**src/rtl/ldpc_seq_pkg.sv**
```systemverilog
package ldpc_seq_pkg;
  typedef enum logic [1:0] {
    PH_IDLE = 2'd0,
    PH_LOAD = 2'd1,
    PH_CHK  = 2'd2,
    PH_VAR  = 2'd3
  } phase_e;
endpackage

```
**src/rtl/seq_idx_cnt.sv**
```systemverilog
module seq_idx_cnt #(
  parameter int W = 4
) (
  input  logic         clk_i,
  input  logic         rst_ni,
  input  logic         clr_i,
  input  logic         en_i,
  input  logic [W-1:0] lim_i,
  output logic [W-1:0] cnt_o,
  output logic         wrap_o
);
  logic [W-1:0] cnt_q;

  assign wrap_o = en_i && (cnt_q == lim_i - W'(1));
  assign cnt_o  = cnt_q;

  always_ff @(posedge clk_i or negedge rst_ni) begin
    if (!rst_ni)      cnt_q <= '0;
    else if (clr_i)   cnt_q <= '0;
    else if (en_i)    cnt_q <= wrap_o ? '0 : cnt_q + W'(1);
  end

  p_idx_bound_r2: assert property (@(posedge clk_i) disable iff (!rst_ni)
    en_i |-> cnt_q < lim_i);
endmodule

```
**src/rtl/seq_port_ctl.sv**
```systemverilog
module seq_port_ctl
  import ldpc_seq_pkg::*;
#(
  parameter int ADDR_W = 8
) (
  input  phase_e            phase_i,
  input  logic              final_i,
  input  logic [ADDR_W-1:0] chk_addr_i,
  input  logic [ADDR_W-1:0] var_addr_i,
  output logic [ADDR_W-1:0] llr_addr_o,
  output logic              llr_we_o,
  output logic              llr_re_o,
  output logic [ADDR_W-1:0] chkm_addr_o,
  output logic              chkm_we_o,
  output logic              chkm_re_o,
  output logic [ADDR_W-1:0] varm_addr_o,
  output logic              varm_we_o,
  output logic              varm_re_o,
  output logic              dec_valid_o
);
  logic in_chk;
  assign in_chk = (phase_i == PH_CHK);

  // check side owns both check and variable stores only in the check phase
  assign llr_addr_o  = var_addr_i;
  assign chkm_addr_o = in_chk ? chk_addr_i : var_addr_i;
  assign varm_addr_o = in_chk ? chk_addr_i : var_addr_i;

  always_comb begin
    llr_we_o    = 1'b0;
    llr_re_o    = 1'b0;
    chkm_we_o   = 1'b0;
    chkm_re_o   = 1'b0;
    varm_we_o   = 1'b0;
    varm_re_o   = 1'b0;
    dec_valid_o = 1'b0;
    unique case (phase_i)
      PH_LOAD: begin
        llr_we_o  = 1'b1;
        varm_we_o = 1'b1;
      end
      PH_CHK: begin
        varm_re_o = 1'b1;
        chkm_we_o = 1'b1;
      end
      PH_VAR: begin
        llr_re_o    = 1'b1;
        chkm_re_o   = 1'b1;
        varm_we_o   = !final_i;
        dec_valid_o = final_i;
      end
      default: ;
    endcase
  end
endmodule

```
**src/rtl/ldpc_phase_seq.sv**
```systemverilog
module ldpc_phase_seq
  import ldpc_seq_pkg::*;
#(
  parameter int ADDR_W   = 13,
  parameter int INIT_LEN = 2048,
  parameter int CHK_LEN  = 8192,
  parameter int VAR_LEN  = 7168,
  parameter int MAX_ITER = 25,
  localparam int MAX_LEN = (INIT_LEN > CHK_LEN) ?
                           ((INIT_LEN > VAR_LEN) ? INIT_LEN : VAR_LEN) :
                           ((CHK_LEN > VAR_LEN) ? CHK_LEN : VAR_LEN),
  localparam int IDX_W   = $clog2(MAX_LEN + 1),
  localparam int ITER_W  = $clog2(MAX_ITER + 1)
) (
  input  logic              clk_i,
  input  logic              rst_ni,
  input  logic              start_i,
  input  logic [ADDR_W-1:0] chk_addr_i,
  input  logic [ADDR_W-1:0] var_addr_i,
  output logic [IDX_W-1:0]  chk_idx_o,
  output logic [IDX_W-1:0]  var_idx_o,
  output logic [1:0]        phase_o,
  output logic [ITER_W-1:0] iter_o,
  output logic              busy_o,
  output logic [ADDR_W-1:0] llr_addr_o,
  output logic              llr_we_o,
  output logic              llr_re_o,
  output logic [ADDR_W-1:0] chkm_addr_o,
  output logic              chkm_we_o,
  output logic              chkm_re_o,
  output logic [ADDR_W-1:0] varm_addr_o,
  output logic              varm_we_o,
  output logic              varm_re_o,
  output logic              dec_valid_o,
  output logic              done_o
);
  localparam logic [IDX_W-1:0]  INIT_L = IDX_W'(INIT_LEN);
  localparam logic [IDX_W-1:0]  CHK_L  = IDX_W'(CHK_LEN);
  localparam logic [IDX_W-1:0]  VAR_L  = IDX_W'(VAR_LEN);
  localparam logic [ITER_W-1:0] LAST_IT = ITER_W'(MAX_ITER - 1);

  phase_e            state_q, state_d;
  logic [ITER_W-1:0] iter_q;
  logic              chk_wrap, var_wrap, final_it;
  logic              var_en, chk_en, cnt_clr;
  logic [IDX_W-1:0]  var_lim;

  assign final_it = (iter_q == LAST_IT);
  assign var_en   = (state_q == PH_LOAD) || (state_q == PH_VAR);
  assign chk_en   = (state_q == PH_CHK);
  assign cnt_clr  = (state_q == PH_IDLE);
  assign var_lim  = (state_q == PH_LOAD) ? INIT_L : VAR_L;

  // variable-side index shared by load and variable phases
  seq_idx_cnt #(.W(IDX_W)) i_var_cnt (
    .clk_i, .rst_ni, .clr_i(cnt_clr), .en_i(var_en), .lim_i(var_lim),
    .cnt_o(var_idx_o), .wrap_o(var_wrap)
  );

  seq_idx_cnt #(.W(IDX_W)) i_chk_cnt (
    .clk_i, .rst_ni, .clr_i(cnt_clr), .en_i(chk_en), .lim_i(CHK_L),
    .cnt_o(chk_idx_o), .wrap_o(chk_wrap)
  );

  always_comb begin
    state_d = state_q;
    unique case (state_q)
      PH_IDLE: if (start_i)  state_d = PH_LOAD;
      PH_LOAD: if (var_wrap) state_d = PH_CHK;
      PH_CHK:  if (chk_wrap) state_d = PH_VAR;
      PH_VAR:  if (var_wrap) state_d = final_it ? PH_IDLE : PH_CHK;
      default: state_d = PH_IDLE;
    endcase
  end

  always_ff @(posedge clk_i or negedge rst_ni) begin
    if (!rst_ni) begin
      state_q <= PH_IDLE;
      iter_q  <= '0;
    end else begin
      state_q <= state_d;
      if (state_q == PH_IDLE)                         iter_q <= '0;
      else if (state_q == PH_VAR && var_wrap && !final_it) iter_q <= iter_q + ITER_W'(1);
    end
  end

  seq_port_ctl #(.ADDR_W(ADDR_W)) i_port_ctl (
    .phase_i(state_q), .final_i(final_it),
    .chk_addr_i, .var_addr_i,
    .llr_addr_o, .llr_we_o, .llr_re_o,
    .chkm_addr_o, .chkm_we_o, .chkm_re_o,
    .varm_addr_o, .varm_we_o, .varm_re_o,
    .dec_valid_o
  );

  assign phase_o = state_q;
  assign iter_o  = iter_q;
  assign busy_o  = (state_q != PH_IDLE);
  assign done_o  = (state_q == PH_VAR) && var_wrap && final_it;

  p_iter_bound_r6: assert property (@(posedge clk_i) disable iff (!rst_ni)
    iter_q < ITER_W'(MAX_ITER));
  p_final_no_wb_r5: assert property (@(posedge clk_i) disable iff (!rst_ni)
    dec_valid_o |-> !varm_we_o);
  p_done_valid_r7: assert property (@(posedge clk_i) disable iff (!rst_ni)
    done_o |-> dec_valid_o);
  p_idle_after_done_r7: assert property (@(posedge clk_i) disable iff (!rst_ni)
    done_o |=> !busy_o);
  p_start_ignored_r8: assert property (@(posedge clk_i) disable iff (!rst_ni)
    (busy_o && start_i && !done_o) |=> busy_o);
  p_chk_port_excl_r3: assert property (@(posedge clk_i) disable iff (!rst_ni)
    !(chkm_we_o && chkm_re_o));
endmodule

```
**config.mk**
```make
export PLATFORM = sky130hd
export DESIGN_NAME = ldpc_phase_seq
export DESIGN_NICKNAME = d
export VERILOG_FILES = /design/src/rtl/ldpc_seq_pkg.sv /design/src/rtl/seq_idx_cnt.sv /design/src/rtl/seq_port_ctl.sv /design/src/rtl/ldpc_phase_seq.sv
export SDC_FILE = /design/constraint.sdc
export NUM_CORES = 1
export LEC_CHECK = 0
export ABC_AREA = 0
export BUFFER_PORTS_ARGS = -buffer_cell sky130_fd_sc_hd__buf_2
export CAP_MARGIN = 20
export CORE_ASPECT_RATIO = 0.7
export CORE_MARGIN = 2
export CORE_UTILIZATION = 45
export DETAILED_ROUTE_END_ITERATION = 10
export HOLD_SLACK_MARGIN = 0.08
export PLACE_DENSITY = 0.73
export SYNTH_ARGS = -nofsm -noshare
export SYNTH_HDL_FRONTEND = slang
export SYNTH_HIERARCHICAL = 1
export SYNTH_SLANG_ARGS = --single-unit
```
**constraint.sdc**
```tcl
create_clock -name clk_i -period 4 [get_ports clk_i]
set_input_delay 0.4 -clock clk_i [delete_from_list [all_inputs] [get_ports clk_i]]
set_output_delay 0.4 -clock clk_i [all_outputs]
set_load 0.01 [all_outputs]
```
==> results.py <==
metrics = {
    "placed_design": {
        "place_area_um2": 4478,
        "io_buffers": 111,
        "globalplace.congestion": 0.8046,
        "dpl.hpwl_mm": 6.830,
        "pre_cts_slack_ps": 775.6,
    },
    "synth": {
        "syn_inst": 411,
        "ys_seq_elements": 35,
        "synth-edff-count": 0,
        "synth_flop_cell": "dfrtp_1",
        "async_flop_share_pct": 100.0,
        "yosys_warnings": 6,
        "yosysSeqAreaShare_pct": 24.45,
        "yosysUniqueCellTypes": 60,
        "syn_avg_cell_area_um2": 8.716,
        "netlist_area_um2": 3582,
    },
    "worst_setup_path": {
        "crit_fanout": 15,
        "r2r-start": "phase_o[1]",
        "rrSetupSlack_ps": 880,
        "critPathRequiredTime_ps": 3600,
        "rr_worst_depth": 10,
        "cp-start-kind": "register",
        "arrival_ps": 3120,
        "crit_type": "register to output port",
        "r2r_end": "iter_o[1]",
        "end_kind": "output port",
    },
    "final_layout": {
        "fill_cells": 758,
        "diodes": 0,
        "post-route-cell-area_um2": 4622,
        "drive_gt1_share_pct": 25.81,
        "multi_input_area_um2": 2845,
        "nets": 655,
        "seqCellArea_um2": 875.8,
        "syn2layout_area_growth_pct": 29.03,
    },
    "power": {
        "power.internal_uw": 862.8,
        "power.total_mw": 1.346,
        "power_density_nw_per_um2": 291.3,
        "leakage_nw": 2.309,
        "p_clk_share_pct": 28.1,
        "swShare_pct": 35.91,
        "comb_power_share_pct": 33.4,
        "p_seq_share_pct": 38.4,
        "switchingPower_uw": 483.6,
        "ir_worst_vdd_v": 0.0002407,
    },
    "grt": {
        "antenna_found_initial": 0,
        "first_global_vias": 3139,
        "grt_pass1_wl_mm": 14.53,
        "grt_overflow": 0,
        "grt_max_degree": 39,
        "grtUsageTotal_pct": 20.00,
    },
    "route": {
        "first_pass_iters": 5,
        "vias": 3472,
        "wirelength_mm": 8.630,
        "drt_iter0_markers": 211,
        "ant_nets": 0,
        "routedWlPerCell_um": 11.97,
        "viasPerCell": 4.816,
        "drc": 0,
    },
    "floorplanning": {
        "die_area_um2": 8701,
        "ios": 112,
        "core.rowCount": 27,
        "dieHeight_um": 78.65,
        "die_w_um": 110.6,
        "start_util_pct": 45.90,
        "coreArea_um2": 7804,
    },
    "sta": {
        "post-route-period-util_pct": 87.99,
        "skew_ps": 4.760,
        "hold_viol": 0,
        "worst_pin_slew_ps": 945.5,
        "tns_ps": 0,
        "rsz0062_at_grt": "false",
        "max_freq_ghz": 0.2841,
        "layout_min_cycle_time_ps": 3519,
        "fin_ws_ps": 480.5,
        "setup_viol": 0,
        "slew_headroom_pct": 36.90,
        "final_max_slew_viol_count": 0,
    },
    "min_path": {
        "hold_path.class": "primary input to async pin",
    },
    "clock_tree": {
        "cts_tree": "done",
        "clk_pin_slew_ps": 50,
        "htreeDepth": 2,
        "cts_setup_buffers": 0,
        "clock_sinks": 35,
        "root_buffer": "clkbuf_16",
        "clkLatencyLatePin_ps": 270,
        "cts_buffers": 5,
        "clock_path_buffers": 2,
        "cts_hold_buf": 0,
        "post_cts_resized": 0,
    },
    "flow_run": {
        "max-cap-violations": 0,
    },
    "run_status": {
        "status": "finished clean",
    },
}
cell type report:
class                      count  area share (%)
tap                          101           2.734
sequential                    35           18.95
timing repair buffer         115           12.67
clock inverter                 1          0.1083
clock buffer                   6           3.005
multi-input combinational    451           61.56
inverter                      12          0.9746
worst max-delay path, cell delays in order, from the launching register on:
cell	delay [ps]
dfrtp_1	510
nand2b_1	310
or3_2	480
o41ai_4	230
xnor2_1	110
o32a_4	360
nor4_4	280
buf_4	210
and4_4	230
buf_2	130
placed cells by master, fill, tap and decap left out, drive strengths merged, types with 4 or more instances in the layout:
master	instances
a21oi	8
and3	11
buf	115
clkbuf	6
conb	134
dfrtp	35
ha	6
inv	12
mux2	13
mux2i	12
nand2	31
nand2b	9
nand3	21
nand3b	8
nand4	5
nor2	34
nor3	16
nor4	24
nor4b	6
o211ai	4
o21ai	10
o22ai	4
o311ai	4
o31ai	5
or3	4
or4	4
xnor2	26
xor2	12
Yosys cell counts (all sizes together) (3+ instances only):
library cell	count	share of area [%]
clkbuf	13	1.4
o31ai	5	1.0
xnor2	26	6.4
or2	3	0.52
mux2i	12	3.4
o311ai	4	0.98
nand2b	9	1.6
nor2b	3	0.52
inv	12	1.3
o21ai	10	1.4
nor4b	6	1.5
and3	11	2.0
a21oi	8	1.1
nor3	16	2.2
a211oi	3	0.63
nand4	5	0.87
mux2	13	5.0
nor4	24	5.9
or3	4	1.0
nand3	21	2.9
o211ai	4	0.84
xor2	12	2.9
nor2	34	3.7
or4	4	1.0
buf	32	7.3
dfrtp	35	24
o22ai	4	0.70
nand3b	8	1.7
ha	6	2.1
nand2	31	3.2
how the worst max path moves through the flow:
| stage | from | to |
|---|---|---|
| final | phase_o[1] | done_o |
| after global routing | phase_o[1] | done_o |
| after CTS | phase_o[1] | done_o |
| after detailed placement | phase_o[1] | done_o |
| after global placement | phase_o[1] | done_o |
| after floorplan | phase_o[1] | done_o |
power groups by stage:
stage          combinational (mW)  sequential, mW  clock [mW]
3_3_place_gp                0.430           0.516           0
4_1_cts                     0.444           0.515       0.388
3_5_place_dp                0.441           0.521           0
6_report                    0.450           0.517       0.379
2_1_floorplan               0.324           0.504           0
5_1_grt                     0.508           0.531       0.408
registers in the layout (all words and copies together), names as in the netlist:
signal           flops
i_chk_cnt/cnt_o     14
i_var_cnt/cnt_o     14
iter_o               5
phase_o              2
metrics by stage:
| step | hold slack [ps] | util (%) | instances |
|---|---|---|---|
| floorplan | 104.4 | - | 543 |
| global placement | 514.1 | 57.38 | 714 |
| detailed placement | 517.5 | 57.38 | 714 |
| CTS | 235.1 | 59.23 | 721 |
| global route | 271.2 | 59.23 | 721 |
| finish | 206.0 | 59.23 | 721 |
cells by family after synthesis:
group	share of synthesized area (%)
buf+inv	9.955
other cells	0.2096
compound gates	14.32
xor+xnor	9.291
fa+ha+maj	2.096
mux	8.383
simple gates	31.30
flops	24.45
per-layer routing:
layer / wire [um] / global-route usage (%) / up-vias
met3: 517 / 4.324 / 6
met1: 4045 / 27.35 / 1601
met5: 0 / 0 / -
met4: 55 / 2.875 / 0
met2: 4011 / 33.37 / 91
li1: - / - / 1774
(Power assumes the default switching activity.)
